File: config.mk
export PLATFORM = sky130hd
export DESIGN_NAME = ovf_trap_alu
export DESIGN_NICKNAME = d
export VERILOG_FILES = /design/src/rtl/ovf_pkg.sv /design/src/rtl/ovf_decode.sv /design/src/rtl/ovf_addsub.sv /design/src/rtl/ovf_outreg.sv /design/src/rtl/ovf_trap_alu.sv
export SDC_FILE = /design/constraint.sdc
export NUM_CORES = 1
export LEC_CHECK = 0
export ABC_AREA = 0
export BUFFER_PORTS_ARGS = -buffer_cell sky130_fd_sc_hd__buf_2
export CAP_MARGIN = 20
export CORE_MARGIN = 8
export CORE_UTILIZATION = 59
export CTS_BUF_LIST = sky130_fd_sc_hd__clkbuf_4 sky130_fd_sc_hd__clkbuf_8
export DETAILED_ROUTE_END_ITERATION = 8
export PLACE_DENSITY = 0.9
export SLEW_MARGIN = 5
export SYNTH_ARGS = -nofsm -noshare
export SYNTH_HDL_FRONTEND = slang
export SYNTH_HIERARCHICAL = 1
export SYNTH_SLANG_ARGS = --single-unit
File: constraint.sdc
create_clock -name clk -period 23 [get_ports clk]
set_input_delay 2.3 -clock clk [delete_from_list [all_inputs] [get_ports clk]]
set_output_delay 2.3 -clock clk [all_outputs]
set_load 0.005 [all_outputs]
File: src/rtl/ovf_pkg.sv
package ovf_pkg;

    parameter int XLEN  = 64;
    parameter int WLEN  = 32;
    parameter int IMM_W = 16;
    parameter int OP_W  = 3;

    localparam logic [OP_W-1:0] OP_ADD_W  = 3'd0;
    localparam logic [OP_W-1:0] OP_ADDI_W = 3'd1;
    localparam logic [OP_W-1:0] OP_ADD_D  = 3'd2;
    localparam logic [OP_W-1:0] OP_ADDI_D = 3'd3;
    localparam logic [OP_W-1:0] OP_SUB_W  = 3'd4;
    localparam logic [OP_W-1:0] OP_SUB_D  = 3'd5;

    typedef struct packed {
        logic legal;
        logic is_sub;
        logic is_word;
        logic use_imm;
    } alu_ctrl_t;

    typedef struct packed {
        logic            valid;
        logic            wr_en;
        logic            exc;
        logic [XLEN-1:0] result;
        logic [XLEN-1:0] pc;
    } alu_resp_t;

    function automatic logic [XLEN-1:0] sext_word(input logic [WLEN-1:0] w);
        return {{(XLEN-WLEN){w[WLEN-1]}}, w};
    endfunction

    function automatic logic [XLEN-1:0] sext_imm(input logic [IMM_W-1:0] i);
        return {{(XLEN-IMM_W){i[IMM_W-1]}}, i};
    endfunction

endpackage

File: src/rtl/ovf_decode.sv
module ovf_decode
    import ovf_pkg::*;
(
    input  logic [OP_W-1:0] op,
    output alu_ctrl_t       ctrl
);
    always_comb begin
        ctrl = '0;
        unique case (op)
            OP_ADD_W:  ctrl = '{legal: 1'b1, is_sub: 1'b0, is_word: 1'b1, use_imm: 1'b0};
            OP_ADDI_W: ctrl = '{legal: 1'b1, is_sub: 1'b0, is_word: 1'b1, use_imm: 1'b1};
            OP_ADD_D:  ctrl = '{legal: 1'b1, is_sub: 1'b0, is_word: 1'b0, use_imm: 1'b0};
            OP_ADDI_D: ctrl = '{legal: 1'b1, is_sub: 1'b0, is_word: 1'b0, use_imm: 1'b1};
            OP_SUB_W:  ctrl = '{legal: 1'b1, is_sub: 1'b1, is_word: 1'b1, use_imm: 1'b0};
            OP_SUB_D:  ctrl = '{legal: 1'b1, is_sub: 1'b1, is_word: 1'b0, use_imm: 1'b0};
            default:   ctrl = '0;
        endcase
    end
endmodule

File: src/rtl/ovf_addsub.sv
module ovf_addsub
    import ovf_pkg::*;
(
    input  alu_ctrl_t        ctrl,
    input  logic [XLEN-1:0]  a,
    input  logic [XLEN-1:0]  b,
    input  logic [IMM_W-1:0] imm,
    output logic [XLEN-1:0]  result,
    output logic             ovf
);
    logic [XLEN-1:0] opnd_a;
    logic [XLEN-1:0] opnd_b;
    logic [XLEN-1:0] b_sel;
    logic [XLEN-1:0] raw;
    logic [XLEN-1:0] flag_vec;

    always_comb begin
        b_sel  = ctrl.use_imm ? sext_imm(imm) : b;
        // word forms: widen the low half so a single 64-bit adder serves both widths
        opnd_a = ctrl.is_word ? sext_word(a[WLEN-1:0])     : a;
        opnd_b = ctrl.is_word ? sext_word(b_sel[WLEN-1:0]) : b_sel;
        raw    = ctrl.is_sub ? (opnd_a - opnd_b) : (opnd_a + opnd_b);
        result = ctrl.is_word ? sext_word(raw[WLEN-1:0]) : raw;
        if (ctrl.is_sub)
            flag_vec = (opnd_a ^ opnd_b) & (opnd_a ^ result);
        else
            flag_vec = ~(opnd_a ^ opnd_b) & (opnd_a ^ result);
        ovf = ctrl.is_word ? flag_vec[WLEN-1] : flag_vec[XLEN-1];
    end
endmodule

File: src/rtl/ovf_outreg.sv
module ovf_outreg
    import ovf_pkg::*;
(
    input  logic      clk,
    input  logic      rst,
    input  alu_resp_t d,
    output alu_resp_t q
);
    always_ff @(posedge clk) begin
        if (rst) q <= '0;
        else     q <= d;
    end

    p_result_zero_r10: assert property (@(posedge clk) disable iff (rst)
        !q.wr_en |-> (q.result == '0));
    p_pc_zero_r10: assert property (@(posedge clk) disable iff (rst)
        !q.exc |-> (q.pc == '0));
endmodule

File: src/rtl/ovf_trap_alu.sv
module ovf_trap_alu
    import ovf_pkg::*;
(
    input  logic             clk,
    input  logic             rst,
    input  logic             in_valid,
    input  logic [OP_W-1:0]  in_op,
    input  logic [XLEN-1:0]  in_a,
    input  logic [XLEN-1:0]  in_b,
    input  logic [IMM_W-1:0] in_imm,
    input  logic [XLEN-1:0]  in_pc,
    output logic             out_valid,
    output logic [XLEN-1:0]  out_result,
    output logic             out_wr_en,
    output logic             out_exc,
    output logic [XLEN-1:0]  out_exc_pc
);
    alu_ctrl_t       ctrl;
    logic [XLEN-1:0] sum;
    logic            ovf;
    alu_resp_t       resp_d;
    alu_resp_t       resp_q;

    ovf_decode u_dec (.op(in_op), .ctrl(ctrl));

    ovf_addsub u_arith (
        .ctrl(ctrl), .a(in_a), .b(in_b), .imm(in_imm),
        .result(sum), .ovf(ovf)
    );

    always_comb begin
        resp_d        = '0;
        resp_d.valid  = in_valid;
        resp_d.wr_en  = in_valid && ctrl.legal && !ovf;
        resp_d.exc    = in_valid && ctrl.legal && ovf;
        resp_d.result = resp_d.wr_en ? sum : '0;
        resp_d.pc     = resp_d.exc ? in_pc : '0;
    end

    ovf_outreg u_oreg (.clk(clk), .rst(rst), .d(resp_d), .q(resp_q));

    assign out_valid  = resp_q.valid;
    assign out_wr_en  = resp_q.wr_en;
    assign out_exc    = resp_q.exc;
    assign out_result = resp_q.result;
    assign out_exc_pc = resp_q.pc;

    p_excl_r8: assert property (@(posedge clk) disable iff (rst)
        $onehot0({out_wr_en, out_exc}));
    p_idle_r8: assert property (@(posedge clk) disable iff (rst)
        !out_valid |-> (!out_wr_en && !out_exc));
    p_latency_r2: assert property (@(posedge clk) disable iff (rst)
        out_valid |-> $past(in_valid));
    p_latency_fwd_r2: assert property (@(posedge clk) disable iff (rst)
        ($past(in_valid) && !$past(rst)) |-> out_valid);
    p_exc_pc_r7: assert property (@(posedge clk) disable iff (rst)
        out_exc |-> (out_exc_pc == $past(in_pc)));
    p_sext_r3: assert property (@(posedge clk) disable iff (rst)
        (out_wr_en && $past(ctrl.is_word))
            |-> (out_result[XLEN-1:WLEN] == {(XLEN-WLEN){out_result[WLEN-1]}}));
endmodule

==> results of run 1 <==
-- path summary, 6_finish.rpt --
path                   from           end
setup / recovery   in_op[2]   u_oreg/q[7]
hold / removal    in_pc[57]  u_oreg/q[57]
-- layout make-up --
| type | instances | area share |
|---|---|---|
| Clock buffer | 18 | 0.0178 |
| Inverter | 62 | 0.0167 |
| Multi-Input combinational cell | 1242 | 0.613 |
| Timing Repair Buffer | 354 | 0.129 |
| Antenna cell | 1 | 0.000180 |
| Sequential cell | 131 | 0.189 |
| Tap cell | 270 | 0.0243 |
| Clock inverter | 14 | 0.0101 |
-- cell usage in the layout, fill, tap and decap left out, types with 7 or more instances in the layout --
| master | Yosys | final |
|---|---|---|
| a21boi_0 | 12 | 12 |
| a21oi_1 | 140 | 139 |
| nand2b_1 | 18 | 18 |
| nor2b_1 | 149 | 147 |
| xnor2_1 | 72 | 72 |
| nor2_1 | 108 | 108 |
| clkbuf_8 | 0 | 18 |
| inv_6 | 0 | 8 |
| a31oi_1 | 17 | 17 |
| a21o_1 | 44 | 44 |
| inv_1 | 60 | 60 |
| and3_1 | 15 | 15 |
| nand3_1 | 12 | 12 |
| and4b_1 | 65 | 65 |
| or2_2 | 7 | 7 |
| ha_1 | 64 | 64 |
| o21a_1 | 15 | 15 |
| buf_2 | 46 | 343 |
| nand4_1 | 22 | 22 |
| nor3b_1 | 10 | 10 |
| nor3_1 | 24 | 24 |
| and4_1 | 68 | 68 |
| o31ai_1 | 10 | 10 |
| xor2_1 | 46 | 46 |
| o21ai_0 | 119 | 119 |
| nand2_1 | 74 | 73 |
| o21bai_1 | 11 | 11 |
| and2_1 | 14 | 14 |
| buf_4 | 4 | 11 |
| or3_1 | 7 | 7 |
| dfxtp_1 | 131 | 131 |
-- logic make-up (layout without fill, tap and decap cells) --
kind of cell,Yosys count,in the layout
other,0,1
AOI/OAI and AO/OA,433,433
DFF,131,131
and+or+nand+nor,616,616
buffers and inverters,183,448
xor gates and xnor gates,118,118
muxes,10,10
adders and majority gates,65,65
-- stage by stage --
stage / std cells / setup WS [ns] / hold WS, ns
6_report: 2092 / 13.68 / 2.27
2_1_floorplan: 1556 / 13.90 / 2.43
4_1_cts: 2091 / 13.85 / 2.25
5_1_grt: 2092 / 13.18 / 2.26
3_5_place_dp: 2059 / 13.47 / 2.68
3_3_place_gp: 2059 / 13.70 / 2.68
-- power breakdown --
| part | switching, uW | internal (uW) |
|---|---|---|
| clock network | 95.5 | 91.8 |
| logic | 251 | 182 |
| registers | 4.11 | 243 |
-- metal layers --
metal	global-route usage	wire [um]	vias up
li1	-	-	6111
met1	0.408	17200	5810
met2	0.483	17800	669
met3	0.0480	3790	66
met4	0.101	1190	0
met5	0	0	-
-- critical path: cells and delay by family --
kind | cells | cell delay (ns)
buffers and inverters | 3 | 1.46
muxes | 1 | 0.33
adders and majority gates | 2 | 0.62
xor gates and xnor gates | 1 | 0.40
and+or+nand+nor | 10 | 2.66
AOI/OAI and AO/OA | 9 | 1.79
==> results by group, run 1 <==
Power
  • VDD IR max: 33.5 uV
  • PwrDens: 62.3 nW/um2
  • LEAKAGE: roughly 0.0067 uW
  • Tot Pwr: 866 uW

Yosys
  • Post-synth EDFFs: 0
  • Synth cell types: 74
  • Synth area leaders: dfxtp_1 22%, nor2b_1 7.8%, ha_1 6.7%, a21oi_1 5.9%, and4b_1 5.5%
  • Post-Syn Area: 11900 um2
  • Largest family of logic cells by synthesized area: simple AND/OR/NAND/NOR gates
  • Largest area contributor in the netlist: dfxtp_1
  • Most used DFF post-synth: dfxtp_1
  • Ys async rst share: 0
  • Ys Warns: 6
  • Compound-Gate Fraction of Synth Area: 0.226
  • Post-Synth XOR/XNOR Area: 0.0870
  • Post-synthesis adder-cell area fraction: 0.0691
  • Mux share of post-synthesis cell area: 0.00884
  • Most instantiated cells after synthesis: 149 x nor2b_1, 140 x a21oi_1, 131 x dfxtp_1
  • Synth top area share: 0.221
  • Count leader, synth: nor2b_1
  • Sequential area share after synthesis: 0.221
  • Register bit total from synthesis: 131
  • Gate Count Post-Synth: 1556
  • Simple-gate portion of the synthesized area: 0.323
  • Synth Net Count: between 1500 and 2000
  • Syn_area_per_cell: 7.64 um2

Layout
  • Area occupied by multi-input gates: ~8500 um2
  • Layout cells sized above 1: 0.227
  • Layout area overhead: 17.0%
  • Final core occ: 0.696
  • Fill cells: 1716
  • Final Instance Area: 13900 um2
  • Reg area: 2620 um2
  • Post-layout nets: about 2100
  • Max reg flops: 131
  • Top flop regs: u_oreg/q (131)
  • Largest Register: u_oreg/q

CTS
  • Clk root buf: clkbuf_8
  • CTS tree: done
  • Max clock buf depth: 2
  • Setup Buffers After CTS: 0
  • Clk slew on worst S/H paths: ~0.08 ns
  • Count of hold-fix buffers inserted at cts: 0
  • H-Tree Depth: 4
  • TritonCTS buffer count: 17
  • Post-cts resize count: 0
  • CTS sink count: 131

Timing
  • Relative slew slack: 0.312
  • Worst-Margin Slew: ~1.0 ns
  • Period utilisation layout: 0.405
  • Final setup fails: 0
  • Final critical-path required period: around 9.3 ns
  • Slew Viols, Final: 0
  • RSZ-0062 raised after global routing: false
  • Fin. Hold Viols: 0
  • Setup TNS: 0 ns
  • F_max: between 100 and 150 MHz

Drt
  • First drt pass iteration count: 6
  • Routed WL per cell: 19.1 um
  • Total number of vias: 12656
  • Detail Route Antenna Nets: 0
  • # DRC: 0
  • Via density: 6.05
  • Iter 0 DRT Violations: 1309
  • WL final: 40000 um

Floorplanning
  • Area of the core: 20000 um2
  • Die footprint: 24900 um2
  • I/O pins: 345
  • Num rows: between 50 and 60
  • Die W: 158 um
  • Die Y-Extent: 158 um
  • Starting density of the core: 0.595

Worst setup path
  • Crit path arrival time: slightly below 10 ns
  • CP Data Required Time: 23.33 ns
  • Worst-path maximum fanout: 130
  • Setup crit end kind: register
  • CP max stage delay: roughly 0.80 ns
  • CP Class: in2reg
  • CP max-delay cell: buf_4
  • Startpoint class of the critical path: input pin

Global route
  • First-pass GRT wire length: 61300 um
  • Grt ovf: 0
  • Largest net degree at the start of global routing: ~130
  • Total track usage: 0.303
  • Vias in the first global route: approximately 12000
  • Initial antenna violation count: 1

Run status
  • Status: finished clean

Placement
  • Area after DPL: approximately 14000 um2
  • IO Port Bufs: ~340
  • RD Place Congestion: between 0.9 and 1
  • Hpwl dp: 30800 um

Hold path
  • Hold-critical path depth: 3
  • Hold crit path type: in2reg

Job
  • Max_cap viols: 0
(Power assumes the default switching activity.)
==> inputs of run 2 (changes only) <==
--- a/config.mk
+++ b/config.mk
@@ -9,10 +9,10 @@
 export BUFFER_PORTS_ARGS = -buffer_cell sky130_fd_sc_hd__buf_2
 export CAP_MARGIN = 20
 export CORE_MARGIN = 8
-export CORE_UTILIZATION = 59
+export CORE_UTILIZATION = 55
 export CTS_BUF_LIST = sky130_fd_sc_hd__clkbuf_4 sky130_fd_sc_hd__clkbuf_8
 export DETAILED_ROUTE_END_ITERATION = 8
-export PLACE_DENSITY = 0.9
+export PLACE_DENSITY = 0.85
 export SLEW_MARGIN = 5
 export SYNTH_ARGS = -nofsm -noshare
 export SYNTH_HDL_FRONTEND = slang
==> constraint.sdc (replaced) <==
create_clock -name clk -period 9.4 [get_ports clk]
set_input_delay 0.94 -clock clk [delete_from_list [all_inputs] [get_ports clk]]
set_output_delay 0.94 -clock clk [all_outputs]
set_load 0.005 [all_outputs]
==> run 2 against run 1 <==
Compared with the run above:
- via count shrank 0.63%
- flip-flop and latch count unchanged
- utilization is 3.5 points lower
- global-route usage decreased by 2.4 points
- final area rose by 0.20%
- critical path type unchanged
- largest cell class unchanged
==> results by group, run 2 (same netlist as run 1, synthesis figures left out) <==
Timing
  • Worst-Margin Slew: 1.09 ns (+0.0587 ns)
  • Relative slew slack: 0.254 (-0.0579)
  • Period utilisation layout: 0.807
  • Fin. Hold Viols: 0 (unchanged)
  • WHS: 0.891 ns (-1.38 ns)
  • Final critical-path required period: 7.59 ns
  • Final setup fails: 0 (unchanged)
  • RSZ-0062 raised after global routing: false
  • Setup TNS: 0 ns (unchanged)
  • F_max: 132 MHz
  • Slew Viols, Final: 0 (unchanged)

Layout
  • Max reg flops: 131 (unchanged)
  • Leading cell types in the layout, fill and taps excluded: 343 x buf_2, 147 x nor2b_1, 139 x a21oi_1, 131 x dfxtp_1, 119 x o21ai_0
  • Layout cells sized above 1: 0.226 (-0.000425)
  • Fill cells: 1893 (+10%)
  • Largest Register: u_oreg/q
  • Most common cell after layout, fill and taps aside: buf_2
  • Layout area overhead: 17.3%
  • Diode count: 0 (-1)
  • Top flop regs: u_oreg/q (131)
  • Area occupied by multi-input gates: 8530 um2 (unchanged)
  • Final core occ: 0.661 (-0.0355)
  • Post-layout nets: 2086 (-0.048%)
  • Reg area: 2620 um2 (unchanged)

CTS
  • Post-cts resize count: 0 (unchanged)
  • CTS tree: done
  • TritonCTS buffer count: 17 (unchanged)
  • Setup Buffers After CTS: 0 (unchanged)
  • CTS sink count: 131 (unchanged)
  • H-Tree Depth: 4 (unchanged)
  • Count of hold-fix buffers inserted at cts: 0 (unchanged)
  • Max clock buf depth: 2 (unchanged)
  • Clk root buf: clkbuf_8
  • Clk slew on worst S/H paths: 0.09 ns (about the same)

Floorplanning
  • Area of the core: 21100 um2 (+5.6%)
  • Die footprint: 26600 um2 (+6.5%)
  • Die Y-Extent: 163 um (+3.2%)
  • I/O pins: 345 (unchanged)
  • Die W: 163 um (+3.2%)
  • Starting density of the core: 0.564 (-0.0314)
  • Num rows: 53 (+1.9%)

Worst setup path
  • CP max stage delay: 0.51 ns (-0.29 ns)
  • CP most frequent cell: a21oi_1
  • Setup crit end kind: register
  • Worst-path maximum fanout: 130 (unchanged)
  • CP Data Required Time: 9.68 ns (-13.65 ns)
  • Startpoint class of the critical path: input pin
  • CP Class: in2reg
  • CP max-delay cell: nor2b_4
  • Crit path arrival time: 7.87 ns (-1.79 ns)

Power
  • VDD IR max: 81.1 uV (+140%)
  • Psw: 856 uW (+140%)
  • Clock power frac: 0.226 (+0.010)
  • Comb power frac: 0.491 (-0.008)
  • Sw frac: 0.400 (-0.00399)
  • PwrDens: 154 nW/um2 (+150%)
  • Sequential Power Share: 0.282 (-0.003)
  • LEAKAGE: 0.00667 uW (about the same)
  • Int Pwr: 1280 uW (+150%)

Job
  • Max_cap viols: 0 (unchanged)

Global route
  • Grt ovf: 0 (unchanged)
  • Initial antenna violation count: 0 (-1)
  • Vias in the first global route: 11648 (+0.15%)
  • First-pass GRT wire length: 61200 um (about the same)
  • Total track usage: 0.279 (-0.0238)
  • Largest net degree at the start of global routing: 132 (unchanged)

Hold path
  • Hold-critical path depth: 3 (unchanged)
  • Worst hold start: in_pc[12]
  • Hold path endpoint: u_oreg/q[12]
  • Hold crit path type: in2reg

Drt
  • WL final: 39400 um (-1.5%)
  • Total number of vias: 12576 (-0.63%)
  • Routed WL per cell: 18.8 um (-1.6%)
  • Iter 0 DRT Violations: 1192 (-8.9%)
  • First drt pass iteration count: 6 (unchanged)
  • Via density: 6.00 (-0.77%)
  • Detail Route Antenna Nets: 0 (unchanged)
  • # DRC: 0 (unchanged)

Placement
  • RD Place Congestion: 1.03 (+5.5%)
  • Hpwl dp: 30700 um (-0.34%)
  • IO Port Bufs: 344 (unchanged)

Run status
  • Status: finished clean
==> run 2: changes by cell type in the layout (fill, tap and decap cells not counted), sizes merged <==
cell    delta
clkinv     +2
inv        -2
buf        -1
bufinv     +1
clkbuf     -1
diode      -1
==> run 2: critical path, delay by kind of cell <==
| family | cells | cell delay (ns) |
|---|---|---|
| AO/OA/AOI/OAI | 10 | 2.60 |
| adder cells (fa/ha/maj) | 1 | 0.37 |
| AND/OR/NAND/NOR | 10 | 2.19 |
| XOR/XNOR | 1 | 0.20 |
| buffers and inverters | 4 | 1.51 |
==> run 2: stage by stage <==
step	worst slack (ns)	total power [uW]	std cells	instance area [um2]
CTS	2.04	2130	2095	13900
global placement	1.67	1630	2063	13500
detailed placement	1.59	1640	2063	13500
floorplan	1.66	1350	1556	11900
global route	1.41	2270	2095	13900
finish	1.81	2140	2095	13900
==> run 2: final cells by class <==
| cell class | count | share of cell area |
|---|---|---|
| multi-input cells | 1242 | 0.612 |
| flip-flops and latches | 131 | 0.188 |
| repair buffers | 353 | 0.129 |
| well taps | 275 | 0.0247 |
| clock buffers | 17 | 0.0168 |
| inverters | 62 | 0.0167 |
| clock inverters | 15 | 0.0124 |
==> run 2: per-layer routing <==
metal | routed length [um] | vias up | part of all wire | track usage
li1 | - | 6102 | - | -
met1 | 17500 | 5744 | 0.44 | 0.380
met2 | 17400 | 660 | 0.44 | 0.437
met3 | 3540 | 70 | 0.090 | 0.0556
met4 | 964 | 0 | 0.024 | 0.0813
met5 | 0 | - | 0 | 0
==> run 2: worst max path at each step <==
| stage | start | end |
|---|---|---|
| 2_1_floorplan | in_op[0] | u_oreg/q[100] |
| 3_3_place_gp | in_op[2] | u_oreg/q[105] |
| 3_5_place_dp | in_op[2] | u_oreg/q[70] |
| 4_1_cts | in_op[2] | u_oreg/q[84] |
| 5_1_grt | in_op[2] | u_oreg/q[84] |
| 6_report | in_op[2] | u_oreg/q[84] |
==> run 2: power groups by stage <==
stage | registers [uW] | clock network, uW | logic, uW
floorplan | 622 | 0 | 731
global placement | 617 | 0 | 1020
detailed placement | 618 | 0 | 1020
CTS | 605 | 494 | 1030
global route | 608 | 518 | 1140
finish | 604 | 484 | 1050
